File: src/rtl/flash_fe_pkg.sv
package flash_fe_pkg;

  localparam int DQ_W   = 16;
  localparam int CODE_W = 8;

  // synchronized control pins, all active as named
  typedef struct packed {
    logic ce_n;
    logic oe_n;
    logic we_n;
    logic hrst_n;
    logic wide;
  } ctl_pins_t;

  // round a duration in ns up to whole clock cycles
  function automatic int ns_to_cyc(input int ns, input int mhz);
    return (ns * mhz + 999) / 1000;
  endfunction

endpackage

File: src/rtl/fe_sync.sv
module fe_sync #(
  parameter int W      = 1,
  parameter int STAGES = 2,
  parameter logic [W-1:0] INIT = '0
) (
  input  logic         clk,
  input  logic         rst_n,
  input  logic [W-1:0] d,
  output logic [W-1:0] q
);
  logic [W-1:0] st [STAGES];

  always_ff @(posedge clk or negedge rst_n) begin
    if (!rst_n) st[0] <= INIT;
    else        st[0] <= d;
  end

  for (genvar i = 1; i < STAGES; i++) begin : g_stage
    always_ff @(posedge clk or negedge rst_n) begin
      if (!rst_n) st[i] <= INIT;
      else        st[i] <= st[i-1];
    end
  end

  assign q = st[STAGES-1];
endmodule

File: src/rtl/fe_write_qual.sv
module fe_write_qual
  import flash_fe_pkg::*;
#(
  parameter int AW         = 18,
  parameter int GLITCH_CYC = 2
) (
  input  logic              clk,
  input  logic              rst_n,
  input  logic              sync_ok,
  input  logic              ce_n,
  input  logic              oe_n,
  input  logic              we_n,
  input  logic              wide,
  input  logic              block,
  input  logic [AW-1:0]     addr,
  input  logic [DQ_W-1:0]   dq,
  output logic              cmd_valid,
  output logic [AW:0]       cmd_addr,
  output logic [CODE_W-1:0] cmd_code,
  output logic [DQ_W-1:0]   cmd_wdata
);
  localparam int CW = $clog2(GLITCH_CYC + 1);

  logic              act, act_q, armed, spoil, exit_now, fire;
  logic [CW-1:0]     cnt;
  logic [AW:0]       cap_addr;
  logic [CODE_W-1:0] cap_code;
  logic [DQ_W-1:0]   cap_wdata;

  assign act      = !ce_n && !we_n && oe_n;
  assign exit_now = act_q && !act;
  // rising write-enable or chip-enable closes the cycle; output-enable must still be high
  assign fire     = exit_now && oe_n && (cnt == CW'(GLITCH_CYC)) && !spoil && !block;

  always_ff @(posedge clk or negedge rst_n) begin
    if (!rst_n) begin
      act_q     <= 1'b0;
      armed     <= 1'b0;
      spoil     <= 1'b0;
      cnt       <= '0;
      cap_addr  <= '0;
      cap_code  <= '0;
      cap_wdata <= '0;
      cmd_valid <= 1'b0;
      cmd_addr  <= '0;
      cmd_code  <= '0;
      cmd_wdata <= '0;
    end else begin
      act_q <= act;
      if (sync_ok && !act) armed <= 1'b1;

      if (act) begin
        if (cnt != CW'(GLITCH_CYC)) cnt <= cnt + 1'b1;
      end else begin
        cnt <= '0;
      end

      if (act && (block || !armed)) spoil <= 1'b1;
      else if (!act)                spoil <= 1'b0;

      if (act) begin
        cap_addr  <= wide ? {addr, 1'b0} : {addr, dq[DQ_W-1]};
        cap_code  <= dq[CODE_W-1:0];
        cap_wdata <= wide ? dq : {{(DQ_W-CODE_W){1'b0}}, dq[CODE_W-1:0]};
      end

      cmd_valid <= fire;
      if (fire) begin
        cmd_addr  <= cap_addr;
        cmd_code  <= cap_code;
        cmd_wdata <= cap_wdata;
      end
    end
  end
endmodule

File: src/rtl/fe_reset_seq.sv
module fe_reset_seq #(
  parameter int MIN_CYC   = 125,
  parameter int ABORT_CYC = 5000,
  parameter int REC_CYC   = 20
) (
  input  logic clk,
  input  logic rst_n,
  input  logic pin_n,
  output logic standby,
  output logic abort_pulse,
  output logic read_allow
);
  localparam int LW = $clog2(MIN_CYC + 1);
  localparam int TW = $clog2(ABORT_CYC + 1);
  localparam int RW = $clog2(REC_CYC + 1);

  logic          prev, pending;
  logic [LW-1:0] low_cnt;
  logic [TW-1:0] tmr;
  logic [RW-1:0] rec;
  logic          fall, qualify, abort_now;

  assign fall      = prev && !pin_n;
  assign qualify   = !pin_n && (low_cnt == LW'(MIN_CYC - 1));
  assign abort_now = pending && (tmr == TW'(ABORT_CYC - 1));

  always_ff @(posedge clk or negedge rst_n) begin
    if (!rst_n) begin
      prev        <= 1'b1;
      pending     <= 1'b0;
      low_cnt     <= '0;
      tmr         <= TW'(ABORT_CYC);
      rec         <= '0;
      abort_pulse <= 1'b0;
    end else begin
      prev <= pin_n;

      if (!pin_n) begin
        if (low_cnt != LW'(MIN_CYC)) low_cnt <= low_cnt + 1'b1;
      end else begin
        low_cnt <= '0;
      end

      // timer counts from the falling edge and keeps running after release
      if (fall && !pending)          tmr <= TW'(1);
      else if (tmr != TW'(ABORT_CYC)) tmr <= tmr + 1'b1;

      if (abort_now)    pending <= 1'b0;
      else if (qualify) pending <= 1'b1;

      abort_pulse <= abort_now;

      // recovery held full while a qualified pulse is low, drains after release
      if (!pin_n && (qualify || rec != '0)) rec <= RW'(REC_CYC);
      else if (rec != '0)                   rec <= rec - 1'b1;
    end
  end

  assign standby    = !pin_n;
  assign read_allow = pin_n && (rec == '0);
endmodule

File: src/rtl/fe_lane_map.sv
module fe_lane_map
  import flash_fe_pkg::*;
#(
  parameter int AW = 18
) (
  input  logic            wide,
  input  logic            rd_en,
  input  logic [AW-1:0]   addr,
  input  logic            dq_top,
  input  logic [DQ_W-1:0] arr_rdata,
  output logic [AW:0]     rd_addr,
  output logic [DQ_W-1:0] dq_out,
  output logic [DQ_W-1:0] dq_oe
);
  localparam int HI_W = DQ_W - CODE_W;

  logic [CODE_W-1:0] byte_sel;

  assign byte_sel = dq_top ? arr_rdata[DQ_W-1:CODE_W] : arr_rdata[CODE_W-1:0];
  assign rd_addr  = wide ? {addr, 1'b0} : {addr, dq_top};

  for (genvar i = 0; i < DQ_W; i++) begin : g_lane
    if (i < CODE_W) begin : g_lo
      assign dq_oe[i]  = rd_en;
      assign dq_out[i] = wide ? arr_rdata[i] : byte_sel[i];
    end else begin : g_hi
      // in byte mode the upper pins are released; the top one carries address
      assign dq_oe[i]  = rd_en && wide;
      assign dq_out[i] = wide && arr_rdata[i];
    end
  end

  if (HI_W <= 0) begin : g_bad_width
    initial $display("fe_lane_map: bus narrower than a byte");
  end
endmodule

File: src/rtl/flash_bus_frontend.sv
module flash_bus_frontend
  import flash_fe_pkg::*;
#(
  parameter int AW           = 18,
  parameter int CLK_MHZ      = 250,
  parameter int RST_MIN_NS   = 500,
  parameter int RST_ABORT_NS = 20000,
  parameter int REC_NS       = 80,
  parameter int GLITCH_CYC   = 2
) (
  input  logic              clk,
  input  logic              rst_n,
  input  logic              ce_n,
  input  logic              oe_n,
  input  logic              we_n,
  input  logic              hw_rst_n,
  input  logic              wide_sel,
  input  logic              supply_lock,
  input  logic [AW-1:0]     addr_pin,
  input  logic [DQ_W-1:0]   dq_in,
  input  logic [DQ_W-1:0]   arr_rdata,
  output logic              cmd_valid,
  output logic [AW:0]       cmd_addr,
  output logic [CODE_W-1:0] cmd_code,
  output logic [DQ_W-1:0]   cmd_wdata,
  output logic [AW:0]       rd_addr,
  output logic [DQ_W-1:0]   dq_out,
  output logic [DQ_W-1:0]   dq_oe,
  output logic              read_mode_req,
  output logic              standby,
  output logic              busy_ignore,
  output logic              read_allow
);
  localparam int MIN_CYC   = ns_to_cyc(RST_MIN_NS, CLK_MHZ);
  localparam int ABORT_CYC = ns_to_cyc(RST_ABORT_NS, CLK_MHZ);
  localparam int REC_CYC   = ns_to_cyc(REC_NS, CLK_MHZ);
  localparam int CTL_W     = $bits(ctl_pins_t);
  localparam int BUS_W     = AW + DQ_W;

  ctl_pins_t       ctl_raw, ctl_s;
  logic [BUS_W-1:0] bus_s;
  logic [AW-1:0]    addr_s;
  logic [DQ_W-1:0]  dq_s;
  logic [1:0]       warm;
  logic             block, rd_en, abort_pulse, rmr;

  assign ctl_raw = '{ce_n: ce_n, oe_n: oe_n, we_n: we_n, hrst_n: hw_rst_n, wide: wide_sel};

  fe_sync #(.W(CTL_W), .STAGES(2), .INIT({CTL_W{1'b1}})) u_sync_ctl (
    .clk(clk), .rst_n(rst_n), .d(ctl_raw), .q(ctl_s)
  );

  fe_sync #(.W(BUS_W), .STAGES(2), .INIT('0)) u_sync_bus (
    .clk(clk), .rst_n(rst_n), .d({addr_pin, dq_in}), .q(bus_s)
  );

  assign addr_s = bus_s[BUS_W-1:DQ_W];
  assign dq_s   = bus_s[DQ_W-1:0];

  // synchronizer contents are real pin values only after it has filled
  always_ff @(posedge clk or negedge rst_n) begin
    if (!rst_n) warm <= '0;
    else        warm <= {warm[0], 1'b1};
  end

  assign block = supply_lock || !ctl_s.hrst_n;

  fe_write_qual #(.AW(AW), .GLITCH_CYC(GLITCH_CYC)) u_wq (
    .clk(clk), .rst_n(rst_n), .sync_ok(warm[1]),
    .ce_n(ctl_s.ce_n), .oe_n(ctl_s.oe_n), .we_n(ctl_s.we_n), .wide(ctl_s.wide),
    .block(block), .addr(addr_s), .dq(dq_s),
    .cmd_valid(cmd_valid), .cmd_addr(cmd_addr), .cmd_code(cmd_code), .cmd_wdata(cmd_wdata)
  );

  fe_reset_seq #(.MIN_CYC(MIN_CYC), .ABORT_CYC(ABORT_CYC), .REC_CYC(REC_CYC)) u_rs (
    .clk(clk), .rst_n(rst_n), .pin_n(ctl_s.hrst_n),
    .standby(standby), .abort_pulse(abort_pulse), .read_allow(read_allow)
  );

  assign rd_en = !ctl_s.ce_n && !ctl_s.oe_n && ctl_s.we_n && read_allow;

  fe_lane_map #(.AW(AW)) u_lane (
    .wide(ctl_s.wide), .rd_en(rd_en), .addr(addr_s), .dq_top(dq_s[DQ_W-1]),
    .arr_rdata(arr_rdata), .rd_addr(rd_addr), .dq_out(dq_out), .dq_oe(dq_oe)
  );

  always_ff @(posedge clk or negedge rst_n) begin
    if (!rst_n) rmr <= 1'b1;
    else        rmr <= supply_lock || abort_pulse;
  end

  assign read_mode_req = rmr;
  assign busy_ignore   = standby;
endmodule

File: config.mk
export PLATFORM = sky130hd
export DESIGN_NAME = flash_bus_frontend
export DESIGN_NICKNAME = d
export VERILOG_FILES = /design/src/rtl/flash_fe_pkg.sv /design/src/rtl/fe_sync.sv /design/src/rtl/fe_write_qual.sv /design/src/rtl/fe_reset_seq.sv /design/src/rtl/fe_lane_map.sv /design/src/rtl/flash_bus_frontend.sv
export SDC_FILE = /design/constraint.sdc
export NUM_CORES = 1
export LEC_CHECK = 0
export ABC_AREA = 1
export ABC_CLOCK_PERIOD_IN_PS = 3900
export BUFFER_PORTS_ARGS = -buffer_cell sky130_fd_sc_hd__buf_2
export CAP_MARGIN = 20
export CORE_UTILIZATION = 40
export DETAILED_ROUTE_END_ITERATION = 10
export PLACE_DENSITY = 0.64
export RECOVER_POWER = 25
export SLEW_MARGIN = 10
export SYNTH_ARGS = -nofsm -noshare
export SYNTH_HDL_FRONTEND = slang
export SYNTH_SLANG_ARGS = --single-unit
File: constraint.sdc
create_clock -name clk -period 3.9 [get_ports clk]
set_input_delay 0.39 -clock clk [delete_from_list [all_inputs] [get_ports clk]]
set_output_delay 0.39 -clock clk [all_outputs]
set_load 0.01 [all_outputs]
# [Word level (Yosys, flattened, before mapping)]
# Index checks and enable logic that the tools add are counted.
[word_totals] rom_bits=0 in_bits=58 regBits=201 out_inout_bits=99 wordCells=104 ram_bits=0 mem_count=0 latch_bits=0
[op_classes] bitwise_logic=0 mux=23 n_shift=0 add_sub_neg=4 div_mod_pow=0 n_lt_le_gt_ge=0 mul=0 eq_ne=8 reduce_logical=46
[ops] op="logical AND 1 bit" n=27
[ops] op="two-way mux 13 bit" n=2
[ops] op="two-way mux 16 bit" n=1
[ops] op="two-way mux 7 bit" n=2
[ops] op="adder 13 x 1 -> 13 bit (second input constant)" n=1
[ops] op="equality test 13 bit (second input constant)" n=1
[ops] op="two-way mux 1 bit" n=13
[ops] op="inequality test 13 bit (second input constant)" n=1
[ops] op="two-way mux 5 bit" n=2
[ops] op="logical NOT 1 bit" n=9
[ops] op="two-way mux 8 bit" n=1
[ops] op="nonzero test 2 bit" n=4
[ops] op="adder 7 x 1 -> 7 bit (second input constant)" n=1
[ops] op="equality test 7 bit (second input constant)" n=1
[ops] op="inequality test 7 bit (second input constant)" n=1
[ops] op="inequality test 2 bit (second input constant)" n=3
[ops] op="logical NOT 5 bit" n=1
[ops] op="nonzero test 5 bit" n=1
[ops] op="subtractor 5 x 1 -> 5 bit (second input constant)" n=1
[ops] op="logical OR 1 bit" n=4
[ops] op="two-way mux 2 bit" n=2
[ops] op="adder 2 x 1 -> 2 bit (second input constant)" n=1
[ops] op="equality test 2 bit (second input constant)" n=1

# [Depth between registers and ports, before layout]
[logic_depth] word_depth=9 ltp_mapped=9 ltp_nobuf=8

# [Cells and area by module]
# From an unflattened synthesis, not the netlist that was laid out.
[unflattened] hier_cells=743 hier_area_um2=7467.2
[modules_own_cells] mod="fe_write_qual" cells_per_inst=331 area_each_um2=3054.2 seq_area_each_um2=1901.8 instances=1
[modules_own_cells] mod="fe_sync (u_sync_bus)" cells_per_inst=102 area_each_um2=1956.9 seq_area_each_um2=1701.6 instances=1
[modules_own_cells] mod="fe_reset_seq" cells_per_inst=202 area_each_um2=1566.5 seq_area_each_um2=708.2 instances=1
[modules_own_cells] mod="fe_lane_map" cells_per_inst=80 area_each_um2=469.2 seq_area_each_um2=0.0 instances=1
[modules_own_cells] mod="fe_sync (u_sync_ctl)" cells_per_inst=15 area_each_um2=300.3 seq_area_each_um2=262.8 instances=1
[modules_own_cells] mod="flash_bus_frontend" cells_per_inst=13 area_each_um2=120.1 seq_area_each_um2=76.3 instances=1

# [Worst setup path after synthesis]
# No wires, ideal clock.
[synth_timing] path_kind="reg2out" startpoint="reg u_rs.rec[0]" endpoint="out dq_oe[10]" required_ps=3510 arrival_time_ps=1941 path_buffers=1 setup_slack_ps=1569 stages_incl_launch_ff=6 cell_sequence="dfrtp_1 -> inv_1 -> ha_1 -> nand3b_1 -> nor4_1 -> buf_4"
[synth_via] elab_chain_len=4
[synth_lines] item="start, declared" line_no="fe_reset_seq.sv:20" rtl="logic [RW-1:0] rec;"
[synth_lines] item="start signal, assigned" line_no="fe_reset_seq.sv:54" rtl="if (!pin_n && (qualify || rec != '0)) rec <= RW'(REC_CYC);"
[synth_lines] item="start signal, assigned" line_no="fe_reset_seq.sv:55" rtl="else if (rec != '0) rec <= rec - 1'b1;"
[synth_lines] item="logical NOT 5 bit" line_no="fe_reset_seq.sv:60" rtl="assign read_allow = pin_n && (rec == '0);"
[synth_lines] item="logical AND 1 bit" line_no="fe_reset_seq.sv:60"
[synth_lines] item="logical AND 1 bit" line_no="flash_bus_frontend.sv:80" rtl="assign rd_en = !ctl_s.ce_n && !ctl_s.oe_n && ctl_s.we_n && read_allow;"
[synth_lines] item="logical AND 1 bit"
[synth_lines] item="end, declared" line_no="flash_bus_frontend.sv:28" rtl="output logic [DQ_W-1:0] dq_oe,"
# No other way between the ends.

# [Final worst setup path]
[layout_timing] startpoint="reg u_sync_ctl.st, in the netlist u_sync_ctl.q[0]" endpoint="out dq_oe[15]"
[layout_via] elab_chain_len=1
[layout_lines] item="start, declared" line_no="fe_sync.sv:11" rtl="logic [W-1:0] st [STAGES];"
[layout_lines] item="start signal, assigned by index" line_no="fe_sync.sv:21" rtl="else st[i] <= st[i-1];"
[layout_lines] item="logical AND 1 bit" line_no="fe_lane_map.sv:28" rtl="assign dq_oe[i] = rd_en && wide;"
# No other way between the ends.

==> reports/qor.txt <==
status: finished with violations
failing checks: capacitance limit, slew limit
WS Path Type: flop to primary output
Adder-Cell Fraction of Synth Area: 1.26%
crit path time final: 2.67 ns
CTS Buf Count: 17
Mapped Nets: 751
clock skew: 0.00742 ns
RR Startpoint: u_sync_ctl.q[4]$_DFF_PN1_
DP Cell Count: 1008
Commonest cells post-synth: nand2_1 (251), dfrtp_1 (168), inv_1 (50)
row count: 47
Max FO, Critical Path: 17
I/O pin count: 157
most common cell in the netlist: nand2_1
R2R Setup Slk: 1.63 ns
PostCTS Resize Cnt: 0
initial antenna violation count: 0
GR Overflow Total: 0
CTS tree: done
Final Cycle Share: 68.5%
DR top layer: met4
Inserted Diodes: 0
CTS Buffer Depth: 2
Critical Path Max Stage Delay: 0.72 ns
Post-Synth Simple-Gate Area: 19.6%
worst-path cell chain: inv_1 -> nor4_1 -> buf_2
Synth Area in XOR/XNOR: 0.755%
worst endpoint required time: 3.51 ns
first-pass GRT wire length: 21500 um
port bufs: 156
class of the worst hold path: input pin to flop
Post-synth top flop: dfrtp_1
CP Capture Type: primary output
WL per Instance: 12.4 um
WL met1: 5930 um
Die X: 134 um
root buf cell: clkbuf_16
worst hold stages: 1
max-cap violations: 1
relative slew slack: -76.3%
reg2reg end: u_wq.cmd_addr[6]$_DFFE_PN0P_
later-pin clock latency in the skew report: 0.42 ns
Vias: 4625
FF-to-FF path depth: 7
Layout area overhead: 18.5%
DRT Pass-1 Iters: 4
vias per std cell: 4.45
Synth Area in Compound Gates: 2.68%
Synth area leaders: dfrtp_1 (60%), nand2_1 (14%), dfstp_2 (6.4%)
top cell type's share of synthesized area: 60.4%
Global Route Usage Sum: 15.5%
Core ar.: 16800 sq um
routability congestion estimate: 0.769
Hold Fails Final Rpt: 0
Post-Synthesis Cells: 686
First DRT Iteration DRCs: 218
clock sink count: 185
slowest CP cell: dfstp_2
DR WL met3: 549 um
CP Launch Type: flop
main combinational cell family by area after synthesis: simple AND/OR/NAND/NOR gates
Detailed Place HPWL: 8550 um
final non-filler cell total: 1040
Synth cell types: 31
H-tree depth: 4
pins over their slew limit: 110
sequential fraction of the synthesis area: 66.8%
Die ar.: 17900 sq um
Yosys top cell by area: dfrtp_1
Residual DRC: 0
clock-pin slew on the worst setup and hold paths: 0.06 ns
RSZ-0062 raised after global routing: false
Post-synth EDFFs: 0
Worst VDD drop: 0.350 mV
antenna-violating nets left: 0
CP arrival: 2.28 ns
critical path startpoint: u_sync_ctl.q[0]$_DFF_PN1_
Syn. warnings: 0
post-synthesis mux area share: 0%
worst-margin pin slew: 2.65 ns
PwrDens: 497 nW/um^2
Yosys reg bits: 185
Post-CTS Hold Buffers: 0
Final #Nets: 872
starting density of the core: 41.5%
Routed WL: 12900 um
Hold WS: 0.0659 ns
final setup TNS: 0 ns
pin count of the biggest net entering global routing: 110
layout cells sized above 1: 26.1%
height of the chip: 134 um
capture point of the worst path: dq_oe[15]
Setup-failing EPs final: 0
Avg Synthesized Cell Area: 10.1 sq um
Max Fclk: 374 MHz
post-CTS setup buffer count: 0
WL met2: 6180 um
asr flop ratio synth: 100%
Mapped Area: 6960 sq um
vias in the first global route: 4393
Leak Pwr: 4.48 nW
## per-stage QoR
step	power, mW	utilization [%]	area (sq um)	setup WS [ns]
after CTS	4.16	49.3	8260	1.19
after global routing	4.28	49.2	8250	0.934
after global placement	2.40	45.7	7650	1.64
after floorplan	2.29	-	6960	1.57
final	4.10	49.2	8250	1.23
after detailed placement	2.41	45.7	7650	1.57
## critical path: cells and delay by family (launching register included)
family | cells | cell delay, ns
flops | 1 | 0.72
simple gates | 1 | 0.71
buf+inv | 2 | 0.43
## routing by layer
| metal | GRT usage (%) | vias to the layer above |
|---|---|---|
| met4 | 6.88 | 0 |
| met5 | 0 | - |
| li1 | - | 2316 |
| met2 | 24.9 | 124 |
| met1 | 20.3 | 2168 |
| met3 | 3.21 | 17 |
## registers in the layout (all words and copies together), names as in the netlist, 7 cells and up
name,flops
u_wq.cmd_addr,19
u_wq.cap_addr,19
u_wq.cap_wdata,16
u_sync_bus.q,34
u_sync_bus.st,34
u_wq.cmd_wdata,16
u_rs.low_cnt,7
u_rs.tmr,13
## worst min path at each step
| stage | slack (ns) | from | to |
|---|---|---|---|
| 2_1_floorplan | 0.09 | rst_n | u_rs.abort_pulse$_DFF_PN0_ |
| 3_3_place_gp | 0.33 | u_sync_bus.st[53]$_DFF_PN0_ | u_sync_bus.q[19]$_DFF_PN0_ |
| 3_5_place_dp | 0.33 | u_sync_bus.st[62]$_DFF_PN0_ | u_sync_bus.q[28]$_DFF_PN0_ |
| 4_1_cts | 0.04 | wide_sel | u_sync_ctl.st[5]$_DFF_PN1_ |
| 5_1_grt | 0.05 | wide_sel | u_sync_ctl.st[5]$_DFF_PN1_ |
| 6_report | 0.07 | wide_sel | u_sync_ctl.st[5]$_DFF_PN1_ |
## layout by cell type (no fill, tap or decap), types with 5 or more instances in the layout
cell and instances:
nand2_1 251, dfrtp_1 168, buf_2 154, inv_1 50, nor2_1 39, nand3_1 31, clkbuf_16 17, o21ai_0 16
dfstp_2 16, o21ai_1 9, a21oi_1 8, ha_1 7, buf_4 5
## cells by family (layout without fill, tap and decap cells)
logic type,after synthesis,in the layout
AND/OR/NAND/NOR,338,338
flip-flops,185,185
buffers and inverters,113,247
AO/OA/AOI/OAI,36,36
adder cells (fa/ha/maj),7,7
XOR/XNOR,6,6
other,1,1
## report_power, final
part	total [mW]	internal, mW	switching [mW]
Combinational	0.255	0.0971	0.158
Clock	1.73	1.01	0.721
Sequential	2.11	2.05	0.0663
## cell type report
type	instances	area, sq um
Fill cell	1598	8510
Sequential cell	185	4650
Multi-Input combinational cell	388	1700
Timing Repair Buffer	161	817
Clock buffer	21	470
Tap cell	220	275
Inverter	54	204
Clock inverter	11	133
Power figures use the tool's default switching activity.
